`config.mk`:
```
export PLATFORM = sky130hd
export DESIGN_NAME = phase_cell_selector
export DESIGN_NICKNAME = d
export VERILOG_FILES = /design/src/rtl/cellsel_pkg.sv /design/src/rtl/cellsel_bridge_pick.sv /design/src/rtl/cellsel_leg_pick.sv /design/src/rtl/cellsel_gate_bank.sv /design/src/rtl/phase_cell_selector.sv
export SDC_FILE = /design/constraint.sdc
export NUM_CORES = 1
export LEC_CHECK = 0
export BUFFER_PORTS_ARGS = -buffer_cell sky130_fd_sc_hd__buf_2
export CORE_AREA = 2 2 39 41
export CTS_BUF_LIST = sky130_fd_sc_hd__clkbuf_4
export CTS_CLUSTER_DIAMETER = 100
export DETAILED_ROUTE_END_ITERATION = 10
export DIE_AREA = 0 0 41 43
export HOLD_SLACK_MARGIN = 0.02
export MAX_ROUTING_LAYER = met4
export PLACE_DENSITY_LB_ADDON = 0.05
export SETUP_SLACK_MARGIN = 0.5
export SYNTH_ARGS = -nofsm -noshare
export SYNTH_HDL_FRONTEND = slang
export SYNTH_HIERARCHICAL = 1
export SYNTH_SLANG_ARGS = --single-unit
```
`constraint.sdc`:
```
create_clock -name clk -period 1.1 [get_ports clk]
set_input_delay 0.165 -clock clk [delete_from_list [all_inputs] [get_ports clk]]
set_output_delay 0.165 -clock clk [all_outputs]
set_load 0.05 [all_outputs]
```
`src/rtl/cellsel_pkg.sv`:
```
package cellsel_pkg;
  localparam int GATE_W   = 4;
  localparam int G_LEG_A  = 0;
  localparam int G_LEG_B  = 1;
  localparam int G_BR_L   = 2;
  localparam int G_BR_R   = 3;
  localparam int LVL_MAX  = 2;

  typedef enum logic [1:0] {BR_OFF = 2'd0, BR_POS = 2'd1, BR_NEG = 2'd2} br_mode_e;
  typedef enum logic [1:0] {LEG_OFF = 2'd0, LEG_POS = 2'd1, LEG_NEG = 2'd2} leg_mode_e;
endpackage

```
`src/rtl/cellsel_bridge_pick.sv`:
```
module cellsel_bridge_pick
  import cellsel_pkg::*;
#(
  parameter int LVL_W = 3
) (
  input  logic                    in_range,
  input  logic signed [LVL_W-1:0] level,
  input  logic                    i_pos,
  input  logic                    cap_high,
  input  logic                    hb_fault,
  output br_mode_e                br_mode
);
  logic odd_level;
  assign odd_level = level[0];

  // Aiding the current discharges the capacitor; opposing it charges.
  always_comb begin
    br_mode = BR_OFF;
    if (in_range && odd_level && !hb_fault) begin
      if (cap_high == i_pos) br_mode = BR_POS;
      else                   br_mode = BR_NEG;
    end
  end
endmodule

```
`src/rtl/cellsel_leg_pick.sv`:
```
module cellsel_leg_pick
  import cellsel_pkg::*;
#(
  parameter int LVL_W = 3
) (
  input  logic                    in_range,
  input  logic signed [LVL_W-1:0] level,
  input  br_mode_e                br_mode,
  output leg_mode_e               leg_mode
);
  localparam int REM_W = LVL_W + 1;

  logic signed [REM_W-1:0] br_val;
  logic signed [REM_W-1:0] rem;

  always_comb begin
    case (br_mode)
      BR_POS:  br_val = REM_W'(1);
      BR_NEG:  br_val = -REM_W'(1);
      default: br_val = '0;
    endcase
    rem = REM_W'(level) - br_val;
  end

  // Legs supply the remaining even part; an odd remainder (bridge held off) yields zero.
  always_comb begin
    leg_mode = LEG_OFF;
    if (in_range) begin
      if (rem == REM_W'(2))       leg_mode = LEG_POS;
      else if (rem == -REM_W'(2)) leg_mode = LEG_NEG;
    end
  end
endmodule

```
`src/rtl/cellsel_gate_bank.sv`:
```
module cellsel_gate_bank
  import cellsel_pkg::*;
(
  input  logic              clk,
  input  logic              rst_n,
  input  logic              load,
  input  leg_mode_e         leg_mode,
  input  br_mode_e          br_mode,
  output logic [GATE_W-1:0] gate,
  output logic [GATE_W-1:0] gate_n
);
  logic [GATE_W-1:0] next_gate;

  always_comb begin
    next_gate          = '0;
    next_gate[G_LEG_A] = (leg_mode == LEG_POS);
    next_gate[G_LEG_B] = (leg_mode == LEG_NEG);
    next_gate[G_BR_L]  = (br_mode == BR_POS);
    next_gate[G_BR_R]  = (br_mode == BR_NEG);
  end

  always_ff @(posedge clk or negedge rst_n) begin
    if (!rst_n)    gate <= '0;
    else if (load) gate <= next_gate;
  end

  for (genvar k = 0; k < GATE_W; k++) begin : g_inv
    assign gate_n[k] = ~gate[k];
  end
endmodule

```
`src/rtl/phase_cell_selector.sv`:
```
module phase_cell_selector
  import cellsel_pkg::*;
#(
  parameter int LVL_W = 3
) (
  input  logic             clk,
  input  logic             rst_n,
  input  logic             cmd_valid,
  output logic             cmd_ready,
  input  logic [LVL_W-1:0] cmd_level,
  input  logic             cmd_i_pos,
  input  logic             cmd_cap_high,
  input  logic             cmd_hb_fault,
  output logic [3:0]       gate,
  output logic [3:0]       gate_n
);
  logic signed [LVL_W-1:0] lvl_s;
  logic                    in_range;
  logic                    accept;
  br_mode_e                br_mode;
  leg_mode_e               leg_mode;

  assign lvl_s    = $signed(cmd_level);
  assign in_range = (lvl_s <= LVL_W'(LVL_MAX)) && (lvl_s >= -LVL_W'(LVL_MAX));
  assign accept   = cmd_valid && cmd_ready;

  always_ff @(posedge clk or negedge rst_n) begin
    if (!rst_n) cmd_ready <= 1'b0;
    else        cmd_ready <= 1'b1;
  end

  cellsel_bridge_pick #(.LVL_W(LVL_W)) u_bridge (
    .in_range (in_range),
    .level    (lvl_s),
    .i_pos    (cmd_i_pos),
    .cap_high (cmd_cap_high),
    .hb_fault (cmd_hb_fault),
    .br_mode  (br_mode)
  );

  cellsel_leg_pick #(.LVL_W(LVL_W)) u_legs (
    .in_range (in_range),
    .level    (lvl_s),
    .br_mode  (br_mode),
    .leg_mode (leg_mode)
  );

  cellsel_gate_bank u_bank (
    .clk      (clk),
    .rst_n    (rst_n),
    .load     (accept),
    .leg_mode (leg_mode),
    .br_mode  (br_mode),
    .gate     (gate),
    .gate_n   (gate_n)
  );
endmodule

```
==> impl_metrics.csv <==
group,metric,value,unit
floorplanning,fp.dieW,41,µm
setup_path,worstRegToRegCells,3,
synthesis,synth_xor_xnor_area_share,2.341,%
route,postRouteAntennaNets,0,
finish,diodes,0,
floorplanning,io_pins,18,
grt,top_usage_layer,"met2",
job,drv_cap,0,
setup_path,cp-end-kind,"register",
finish,syn_to_final_growth,127.4,%
cts,cts_tree,"done",
placed_design,place_congestion,0.7601,
cts,path_clk_slew,0.04,ns
sta,setup_viol,4,
grt,global_route.usage.met3,1.571,%
setup_path,worst_path_max_delay_cell,"or4b_4",
synthesis,async_flop_share,100.0,%
synthesis,yosys.area_share.simple,28.09,%
grt,grt_pass1_vias,404,
pwr,p_total,0.7895,mW
sta,hold_violations,0,
route,wl_per_cell,9.551,µm
setup_path,path_cells,"buf_6 -> mux2_4 -> nand3b_1 -> and2b_2 -> ha_4 -> inv_4 -> ha_4 -> nor2b_4 -> or4b_4 -> a21oi_2 -> nand3b_1 -> o21ai_1",
finish,drive_above_1_share,74.39,%
cts,cts_buffer_depth,2,
synthesis,synth_top_family_by_area,"simple AND/OR/NAND/NOR gates",
setup_path,r2r-end,"u_bank/gate[3]",
grt,grt_use_met1,10.58,%
finish,nets,96,
synthesis,synth_compound_area_share,10.70,%
floorplanning,die_h,43,µm
setup_path,critPathMaxStageDelay,0.50,ns
sta,finClkSkew,0.0006636,ns
setup_path,cp-start-kind,"input port",
route,vias_per_cell,4.469,
synthesis,synth-edff-count,0,
sta,min_period,2.128,ns
synthesis,dominantRegCellSynth,"dfrtp_1",
sta,min_period_over_period,193.4,%
setup_path,r2r-start,"cmd_ready",
sta,layout_setup_ws,-1.028,ns
route,wirelength,936,µm
grt,antenna_found_initial,0,
synthesis,synth_nets,55,
synthesis,synth_cells,42,
setup_path,crit_fanout,3,
pwr,ir_worst_vdd,0.3859,mV
synthesis,synth_fa_ha_area_share,13.38,%
hold_path,hold_class,"input port to async pin",
finish,postLayoutCoreUtil,61.48,%
synthesis,yosysMostFrequentCell,"inv_1",
route,first_pass_iters,2,
synthesis,ys_ff_latch,5,
floorplanning,start_util,27.03,%
floorplanning,core_area,1384,µm²
synthesis,syn_avg_cell_area,8.907,µm²
setup_path,crit_type,"input port to register",
sta,fmaxAchievable,470.0,MHz
synthesis,ys_top_cells_by_area,"dfrtp_1 33%, ha_1 13%, nand3b_1 12%, o21ai_0 8.0%, inv_1 8.0%",
grt,grt_pass1_wl,1.393,mm
sta,slew_violations,0,
synthesis,yosysTopAreaCell,"dfrtp_1",
outcome,violations,"setup timing",
synthesis,seq_area_frac_synth,33.44,%
synthesis,yosys-top-cells-count,"8 x inv_1, 6 x nand3b_1, 6 x o21ai_0",
pwr,powerDensity,928.0,nW/µm²
route,drtIter0Drc,1,
synthesis,netlist.area_leader.share,33.44,%
cts,cts_max_level,1,
synthesis,synth_cell_types,17,
grt,grt_usage,11.92,%
floorplanning,rows,14,
cts,clk_latency,0.24,ns
placed_design,numPortBuffers,17,
route,vias,438,
placed_design,hpwl,641.1,µm
setup_path,worst_ep_required_time,1.22,ns
sta,rsz0062_at_grt,"true",
grt,grt_max_degree,9,
grt,grtUsageMet2,21.25,%
outcome,status,"finished with violations",
setup_path,rrSetupSlack,0.17,ns
synthesis,synth.area.mux_share,3.010,%
route,drc,0,
grt,overflow,0,
setup_path,worstPathArrival,2.24,ns
cts,cts-root-buf,"clkbuf_4",
synthesis,ys_warn_count,6,
placed_design,place_ws,-1.377,ns
floorplanning,dieArea,1763,µm²
pwr,power.leakage,0.3918,nW
synthesis,netlist_area,374.1,µm²
cts,numClockSinks,5,
cts,cts_made_buffers,3,
-- cells in the final DEF (no fill, tap or decap), types with 2 or more instances in the layout --
cell type and count:
buf_4 15, buf_8 10, buf_2 6, nand3b_1 6, clkbuf_4 4, dfrtp_2 4, buf_6 4, clkinvlp_4 4
o21ai_1 3, o21ai_0 3, inv_1 2, a21oi_2 2, ha_4 2
-- timing repair --
| item | CTS | global route |
|---|---|---|
| setup buffers | 7 | 4 |
| gates cloned | 0 | 0 |
| resized for setup | 30 | 11 |
| hold buffers | 1 | 0 |
| pin swaps | 5 | 4 |
| endpoints found under the hold margin | 5 | 0 |
| endpoints found under the setup margin | 13 | 13 |
-- routing by layer --
layer,up-vias,share of wire (%)
met3,0,7.1
met4,0,0
met1,204,35
met2,14,58
met5,-,0
li1,220,-
-- flip-flops by register name, indices dropped and copies added (netlist names) --
signal	count
cmd_ready	1
u_bank/gate	4
-- worst max path at each step --
stage / startpoint / endpoint / slack (ns)
4_1_cts: cmd_level[2] / u_bank/gate[0] / -1.04
3_5_place_dp: cmd_level[1] / u_bank/gate[0] / -1.38
3_3_place_gp: cmd_level[1] / u_bank/gate[0] / -1.35
5_1_grt: cmd_level[1] / u_bank/gate[0] / -1.13
2_1_floorplan: cmd_level[0] / u_bank/gate[0] / -1.15
6_report: cmd_level[2] / u_bank/gate[0] / -1.03
-- kinds of logic (layout without fill, tap and decap cells) --
group / count (synthesis) / in the layout
other: 1 / 1
buffers and inverters: 8 / 48
adder cells (fa/ha/maj): 4 / 4
XOR/XNOR: 1 / 1
AND/OR/NAND/NOR: 14 / 14
multiplexers: 1 / 1
AO/OA/AOI/OAI: 8 / 8
flip-flops: 5 / 5
-- through the flow --
step	hold slack, ns	TNS (ns)	area (µm²)	cells
3_5_place_dp	-0.01513	-3.269	594.3	82
6_report	0.2676	-2.381	850.8	98
3_3_place_gp	-0.01567	-3.193	594.3	82
4_1_cts	0.2560	-2.174	789.5	94
2_1_floorplan	-0.1306	-2.460	436.7	42
5_1_grt	0.3067	-2.682	850.8	98
-- layout make-up --
type / count / area, µm²
clock buffer: 4 / 30.03
sequential: 5 / 130.1
fill: 126 / 533.0
inverter: 8 / 47.55
timing repair buffer: 36 / 347.8
multi-input combinational: 29 / 275.3
tap: 16 / 20.02
-- worst max-delay path: cells and delay by family --
| kind | cells | cell delay, ns |
|---|---|---|
| buffers and inverters | 2 | 0.14 |
| AO/OA/AOI/OAI | 2 | 0.20 |
| adder cells (fa/ha/maj) | 2 | 0.36 |
| AND/OR/NAND/NOR | 5 | 1.08 |
| multiplexers | 1 | 0.29 |
-- report_power, final --
group / internal, mW / switching [mW]
registers: 0.198 / 0.0140
logic: 0.181 / 0.166
clock network: 0.161 / 0.0697
Power figures use the tool's default switching activity.
